**src/rtl/i2cf_pkg.sv**
```systemverilog
package i2cf_pkg;
  localparam int NEV       = 7;
  localparam int EV_TXREQ  = 0;
  localparam int EV_TXDRN  = 1;
  localparam int EV_RXREQ  = 2;
  localparam int EV_RXDRN  = 3;
  localparam int EV_DONE   = 4;
  localparam int EV_NACK   = 5;
  localparam int EV_ARB    = 6;
  localparam int THR_W     = 6;
  localparam int CFG_TX_LSB  = 0;
  localparam int CFG_RX_LSB  = 8;
  localparam int CFG_TXFLUSH = 6;
  localparam int CFG_RXFLUSH = 14;
endpackage

```
**src/rtl/i2cf_fifo.sv**
```systemverilog
module i2cf_fifo #(
  parameter int DW    = 8,
  parameter int DEPTH = 8,
  localparam int AW   = $clog2(DEPTH),
  localparam int LW   = AW + 1
) (
  input  logic          clk,
  input  logic          rst,
  input  logic          flush,
  input  logic          push,
  input  logic [DW-1:0] wdata,
  input  logic          pop,
  output logic [DW-1:0] rdata,
  output logic [LW-1:0] level
);
  logic [DW-1:0] mem [DEPTH];
  logic [AW-1:0] wp, rp;
  logic do_push, do_pop;

  assign do_push = push && !flush && (level != LW'(DEPTH));
  assign do_pop  = pop  && !flush && (level != '0);

  always_ff @(posedge clk) begin
    if (do_push) mem[wp] <= wdata;
  end

  always_ff @(posedge clk) begin
    if (rst) rdata <= '0;
    else if (do_pop) rdata <= mem[rp];
  end

  always_ff @(posedge clk) begin
    if (rst || flush) begin
      wp    <= '0;
      rp    <= '0;
      level <= '0;
    end else begin
      if (do_push) wp <= wp + AW'(1);
      if (do_pop)  rp <= rp + AW'(1);
      level <= level + LW'(do_push) - LW'(do_pop);
    end
  end
endmodule

```
**src/rtl/i2cf_left_ctr.sv**
```systemverilog
module i2cf_left_ctr #(
  parameter int CW = 16
) (
  input  logic          clk,
  input  logic          rst,
  input  logic          load,
  input  logic [CW-1:0] len,
  input  logic          dec,
  output logic [CW-1:0] left
);
  always_ff @(posedge clk) begin
    if (rst) left <= '0;
    else if (load) left <= len;
    else if (dec && left != '0) left <= left - CW'(1);
  end
endmodule

```
**src/rtl/i2cf_status.sv**
```systemverilog
module i2cf_status #(
  parameter int N = 7
) (
  input  logic         clk,
  input  logic         rst,
  input  logic [N-1:0] set,
  input  logic [N-1:0] clr,
  input  logic [N-1:0] en,
  output logic [N-1:0] sts,
  output logic         irq
);
  logic [N-1:0] sts_d;
  assign sts_d = (sts & ~clr) | set;

  always_ff @(posedge clk) begin
    if (rst) begin
      sts <= '0;
      irq <= 1'b0;
    end else begin
      sts <= sts_d;
      irq <= |(sts_d & en);
    end
  end
endmodule

```
**src/rtl/i2c_fifo_evt.sv**
```systemverilog
module i2c_fifo_evt
  import i2cf_pkg::*;
#(
  parameter int DW         = 8,
  parameter int DEPTH_CODE = 0,
  parameter int CW         = 16,
  localparam int DEPTH     = 8 << DEPTH_CODE,
  localparam int LW        = $clog2(DEPTH) + 1
) (
  input  logic          clk,
  input  logic          rst,
  input  logic          xfer_start,
  input  logic [CW-1:0] xfer_len,
  input  logic          xfer_rx,
  input  logic          cfg_wr,
  input  logic [15:0]   cfg_wdata,
  input  logic          host_wr,
  input  logic [DW-1:0] host_wdata,
  input  logic          host_rd,
  output logic [DW-1:0] host_rdata,
  input  logic          eng_tx_pop,
  output logic [DW-1:0] eng_tx_data,
  input  logic          eng_rx_push,
  input  logic [DW-1:0] eng_rx_data,
  input  logic          eng_done,
  input  logic          eng_nack,
  input  logic          eng_arb_lost,
  input  logic [6:0]    sts_clr,
  input  logic [6:0]    irq_en,
  output logic [6:0]    status,
  output logic          irq,
  output logic [LW-1:0] tx_level,
  output logic [LW-1:0] rx_level,
  output logic [3:0]    depth_code
);
  localparam int CMPW = CW + 1;

  logic             rx_mode;
  logic [THR_W-1:0] tx_thr_m1, rx_thr_m1;
  logic             tx_flush, rx_flush;
  logic             tx_acc, rx_acc;
  logic [CW-1:0]    host_left, eng_left;
  logic [CMPW-1:0]  tx_thr, rx_thr, tx_lv, rx_lv, h_left, e_left;
  logic [NEV-1:0]   ev_set;
  logic             unused_cfg;

  assign unused_cfg = ^{cfg_wdata[7], cfg_wdata[15]};
  assign depth_code = 4'(DEPTH_CODE);

  assign tx_flush = cfg_wr && cfg_wdata[CFG_TXFLUSH];
  assign rx_flush = cfg_wr && cfg_wdata[CFG_RXFLUSH];

  always_ff @(posedge clk) begin
    if (rst) begin
      tx_thr_m1 <= '0;
      rx_thr_m1 <= '0;
      rx_mode   <= 1'b0;
    end else begin
      if (cfg_wr) begin
        tx_thr_m1 <= cfg_wdata[CFG_TX_LSB +: THR_W];
        rx_thr_m1 <= cfg_wdata[CFG_RX_LSB +: THR_W];
      end
      if (xfer_start) rx_mode <= xfer_rx;
    end
  end

  assign tx_acc = host_wr && !tx_flush && (tx_level != LW'(DEPTH));
  assign rx_acc = eng_rx_push && !rx_flush && (rx_level != LW'(DEPTH));

  i2cf_fifo #(.DW(DW), .DEPTH(DEPTH)) u_txq (
    .clk(clk), .rst(rst), .flush(tx_flush),
    .push(host_wr), .wdata(host_wdata),
    .pop(eng_tx_pop), .rdata(eng_tx_data), .level(tx_level));

  i2cf_fifo #(.DW(DW), .DEPTH(DEPTH)) u_rxq (
    .clk(clk), .rst(rst), .flush(rx_flush),
    .push(eng_rx_push), .wdata(eng_rx_data),
    .pop(host_rd), .rdata(host_rdata), .level(rx_level));

  i2cf_left_ctr #(.CW(CW)) u_hleft (
    .clk(clk), .rst(rst), .load(xfer_start), .len(xfer_len),
    .dec(tx_acc), .left(host_left));

  i2cf_left_ctr #(.CW(CW)) u_eleft (
    .clk(clk), .rst(rst), .load(xfer_start), .len(xfer_len),
    .dec(rx_acc), .left(eng_left));

  assign tx_thr = CMPW'(tx_thr_m1) + CMPW'(1);
  assign rx_thr = CMPW'(rx_thr_m1) + CMPW'(1);
  assign tx_lv  = CMPW'(tx_level);
  assign rx_lv  = CMPW'(rx_level);
  assign h_left = CMPW'(host_left);
  assign e_left = CMPW'(eng_left);

  always_comb begin
    ev_set           = '0;
    ev_set[EV_TXREQ] = !rx_mode && (h_left != '0) && (tx_lv < tx_thr) && (h_left >= tx_thr);
    ev_set[EV_TXDRN] = !rx_mode && (h_left != '0) && (tx_lv < tx_thr) && (h_left < tx_thr);
    ev_set[EV_RXREQ] = rx_mode && (rx_lv >= rx_thr);
    ev_set[EV_RXDRN] = rx_mode && (e_left == '0) && (rx_lv != '0) && (rx_lv < rx_thr);
    ev_set[EV_DONE]  = eng_done;
    ev_set[EV_NACK]  = eng_nack;
    ev_set[EV_ARB]   = eng_arb_lost;
  end

  i2cf_status #(.N(NEV)) u_sts (
    .clk(clk), .rst(rst), .set(ev_set), .clr(sts_clr), .en(irq_en),
    .sts(status), .irq(irq));
endmodule

```
**config.mk**
```make
export PLATFORM = sky130hd
export DESIGN_NAME = i2c_fifo_evt
export DESIGN_NICKNAME = d
export VERILOG_FILES = /design/src/rtl/i2cf_pkg.sv /design/src/rtl/i2cf_fifo.sv /design/src/rtl/i2cf_left_ctr.sv /design/src/rtl/i2cf_status.sv /design/src/rtl/i2c_fifo_evt.sv
export SDC_FILE = /design/constraint.sdc
export NUM_CORES = 1
export LEC_CHECK = 0
export CORE_AREA = 5 5 137 139
export DETAILED_ROUTE_END_ITERATION = 16
export DIE_AREA = 0 0 142 144
export PLACE_DENSITY = 0.85
export SLEW_MARGIN = 20
export SYNTH_ARGS = -nofsm -noshare
export SYNTH_HDL_FRONTEND = slang
export SYNTH_SLANG_ARGS = --single-unit
```
**constraint.sdc**
```tcl
create_clock -name clk -period 3.13 [get_ports clk]
set_clock_uncertainty 0.1 [all_clocks]
set_input_delay 0.626 -clock clk [delete_from_list [all_inputs] [get_ports clk]]
set_output_delay 0.626 -clock clk [all_outputs]
set_load 0.02 [all_outputs]
```
==> out/metrics.cfg <==
[die]
die_w_um=142
fp.coreArea_um2=17500
num_rows=49
start_util=0.548
die_area_um2=20400
die_y_um=144
pin_count=110

[final_layout]
drive_above_1_share=0.135
nets=986
antenna_cells=0
area_growth_pct=23.5
postLayoutCoreUtil=0.677

[critical_path]
worstSetupStartpointType=flip-flop
critical_path.top_delay_family=simple AND/OR/NAND/NOR gates
worstSetupEndpointType=flip-flop
cp_data_required_time_ns=3.49
path_max_fanout=8
crit_path_max_incr_delay_ns=0.56
crit_chain=or4_4 -> or3_1 -> nor3_4 -> nand4_1 -> nor3b_1 -> buf_4 -> a211o_1
cp_num_buf_inv=1
path_class=flip-flop to flip-flop
cpMaxStageDelayCell=or4_4
arrival_ns=2.97

[route]
via_per_inst=5.59
ant_nets=0
detail_route.wl_per_cell_um=18.9
wl_um=21100
vias=6264
drc=0
firstDrtPassIters=5
drt_first_iter_violations=364

[clocking]
cts_resized=0
cts_max_level=1
clock_insertion_delay_worst_skew_ns=0.52
cts.sinks=217
root_buffer=clkbuf_16
cts_tree=done
clockBufferDepth=3
cts_hold_buf=0
post_cts_buffers=0
cts_made_buffers=23
clk_pin_slew_ns=0.06

[run_status]
status=completed

[power_and_ir_drop]
p_int_mw=6.12
p_switching_mw=2.42
power_frac_seq=0.410
pwr-share-comb=0.248
irDropWorstVdd_mv=0.468
clkPwrFrac=0.342
p_per_area_nw_per_um2=720
swShare=0.284
leakage_nw=4.26

[logic_synthesis]
synth_common_cells=edfxtp_1 (128), dfxtp_1 (89), nor2_1 (70), inv_1 (42), ha_1 (35)
synthFlopType=edfxtp_1
synth_top_area_share=0.400
synthCells=747
mappedNetlistArea_um2=9610
syn_area_per_cell_um2=12.9
synth-compound-area-share=0.0843
synthArstFlopShare=0
muxShareOfSynthArea=0.105
synth_cell_types=58
synth_edf_count=128
yosysWarnings=0
synth_top_family_by_area=multiplexers
synth.area.top_cells=edfxtp_1 (40%), dfxtp_1 (19%), mux4_2 (7.5%)
synth_xor_area_frac=0.0410
yosys.area_share.adder=0.0498
ys_seq_area_frac=0.586
synth_simple_gate_area_frac=0.0992
synth.most_common_cell=edfxtp_1
yosys_register_bits=217
synth_top_cell_by_area=edfxtp_1

[sta]
hold_viol=0
worst_slew_pin_slew_ns=0.826
maxSlewHeadroom=0.449
fmax_mhz=383
drv_slew=0
fin_crit_ns=2.61
setup_viol=0
rsz0062_at_grt=false
fin_tns_setup_ns=0
post-route-period-util=0.835

[place]
gp_congestion=0.804
portBuffers=103
dp_hpwl_um=14700

[global_route]
globalRoute.totalOverflow=0
antenna_found_initial=0
grt_start_max_net_pins=32
grt_pass1_vias=6434
grt_usage=0.207
grt_pass1_wl_um=33500

[flow_run]
max_cap_viol_count=0

[worst_hold_path]
hold_class=flip-flop to flip-flop

==> worst paths after layout <==
kind                        start      endpoint  slack [ns]  cells after the start
setup / recovery  u_eleft.left[4]     u_sts.irq        0.52                      7
hold / removal       u_sts.sts[3]  u_sts.sts[3]        0.38                      2
setup reg to reg  u_eleft.left[4]     u_sts.irq        0.52                      7
hold reg to reg      u_sts.sts[3]  u_sts.sts[3]        0.38                      2
==> metal layers <==
layer  part of all wire  routed length (um)  global-route usage
met4              0.026                 539              0.0626
met5                  0                   0                   0
met1               0.41                8760               0.271
met3              0.075                1580              0.0327
met2               0.48               10200               0.359
==> per-stage QoR <==
step	instance area [um^2]	setup WS, ns	hold slack, ns	total power [mW]	std cells
finish	11900	0.518	0.381	8.54	1121
global route	11900	0.381	0.409	8.98	1121
CTS	11900	0.504	0.385	8.61	1121
detailed placement	11000	0.261	0.374	5.66	1079
global placement	11000	0.269	0.365	5.59	1079
floorplan	9620	0.122	0.376	4.93	750
==> worst min-delay path: stages, from the launching register on <==
cell and delay (ns):
dfxtp_1 0.31, nand2b_1 0.07, a21oi_1 0.05
==> cell families after synthesis <==
family,count (synthesis)
flip-flops,217
AND/OR/NAND/NOR,189
AO/OA/AOI/OAI,116
buffers and inverters,81
multiplexers,61
XOR/XNOR,45
adder cells (fa/ha/maj),37
other,1
==> area by class of cell <==
| class | instances | area (um^2) |
|---|---|---|
| multi-input combinational | 452 | 3660 |
| inverter | 42 | 158 |
| sequential | 217 | 5630 |
| clock inverter | 10 | 158 |
| timing repair buffer | 139 | 1300 |
| tap | 229 | 287 |
| clock buffer | 32 | 681 |
| fill | 1260 | 5670 |
==> power by group through the flow <==
stage          combinational (mW)  clock (mW)  sequential [mW]
3_3_place_gp                 2.03           0             3.55
6_report                     2.12        2.92             3.50
2_1_floorplan                1.33           0             3.61
5_1_grt                      2.34        3.09             3.54
3_5_place_dp                 2.10           0             3.56
4_1_cts                      2.14        2.96             3.51
==> flip-flops by register name (all words and copies together), names as in the netlist, 3 cells and up <==
register / cells
u_eleft.left: 16
u_hleft.left: 16
u_sts.sts: 7
u_txq.mem: 64
u_rxq.rdata: 8
u_rxq.wp: 3
u_txq.rdata: 8
u_rxq.level: 4
u_txq.rp: 3
u_rxq.rp: 3
tx_thr_m1: 6
u_txq.level: 4
rx_thr_m1: 6
u_txq.wp: 3
u_rxq.mem: 64
==> cells in the final DEF (no fill, tap or decap), drive strengths merged, types with 29 or more instances in the layout <==
cell	instances
a21oi	29
buf	37
clkbuf	32
clkdlybuf4s50	102
dfxtp	89
edfxtp	128
ha	35
inv	43
mux2i	29
mux4	32
nor2	70
Power figures use the tool's default switching activity.
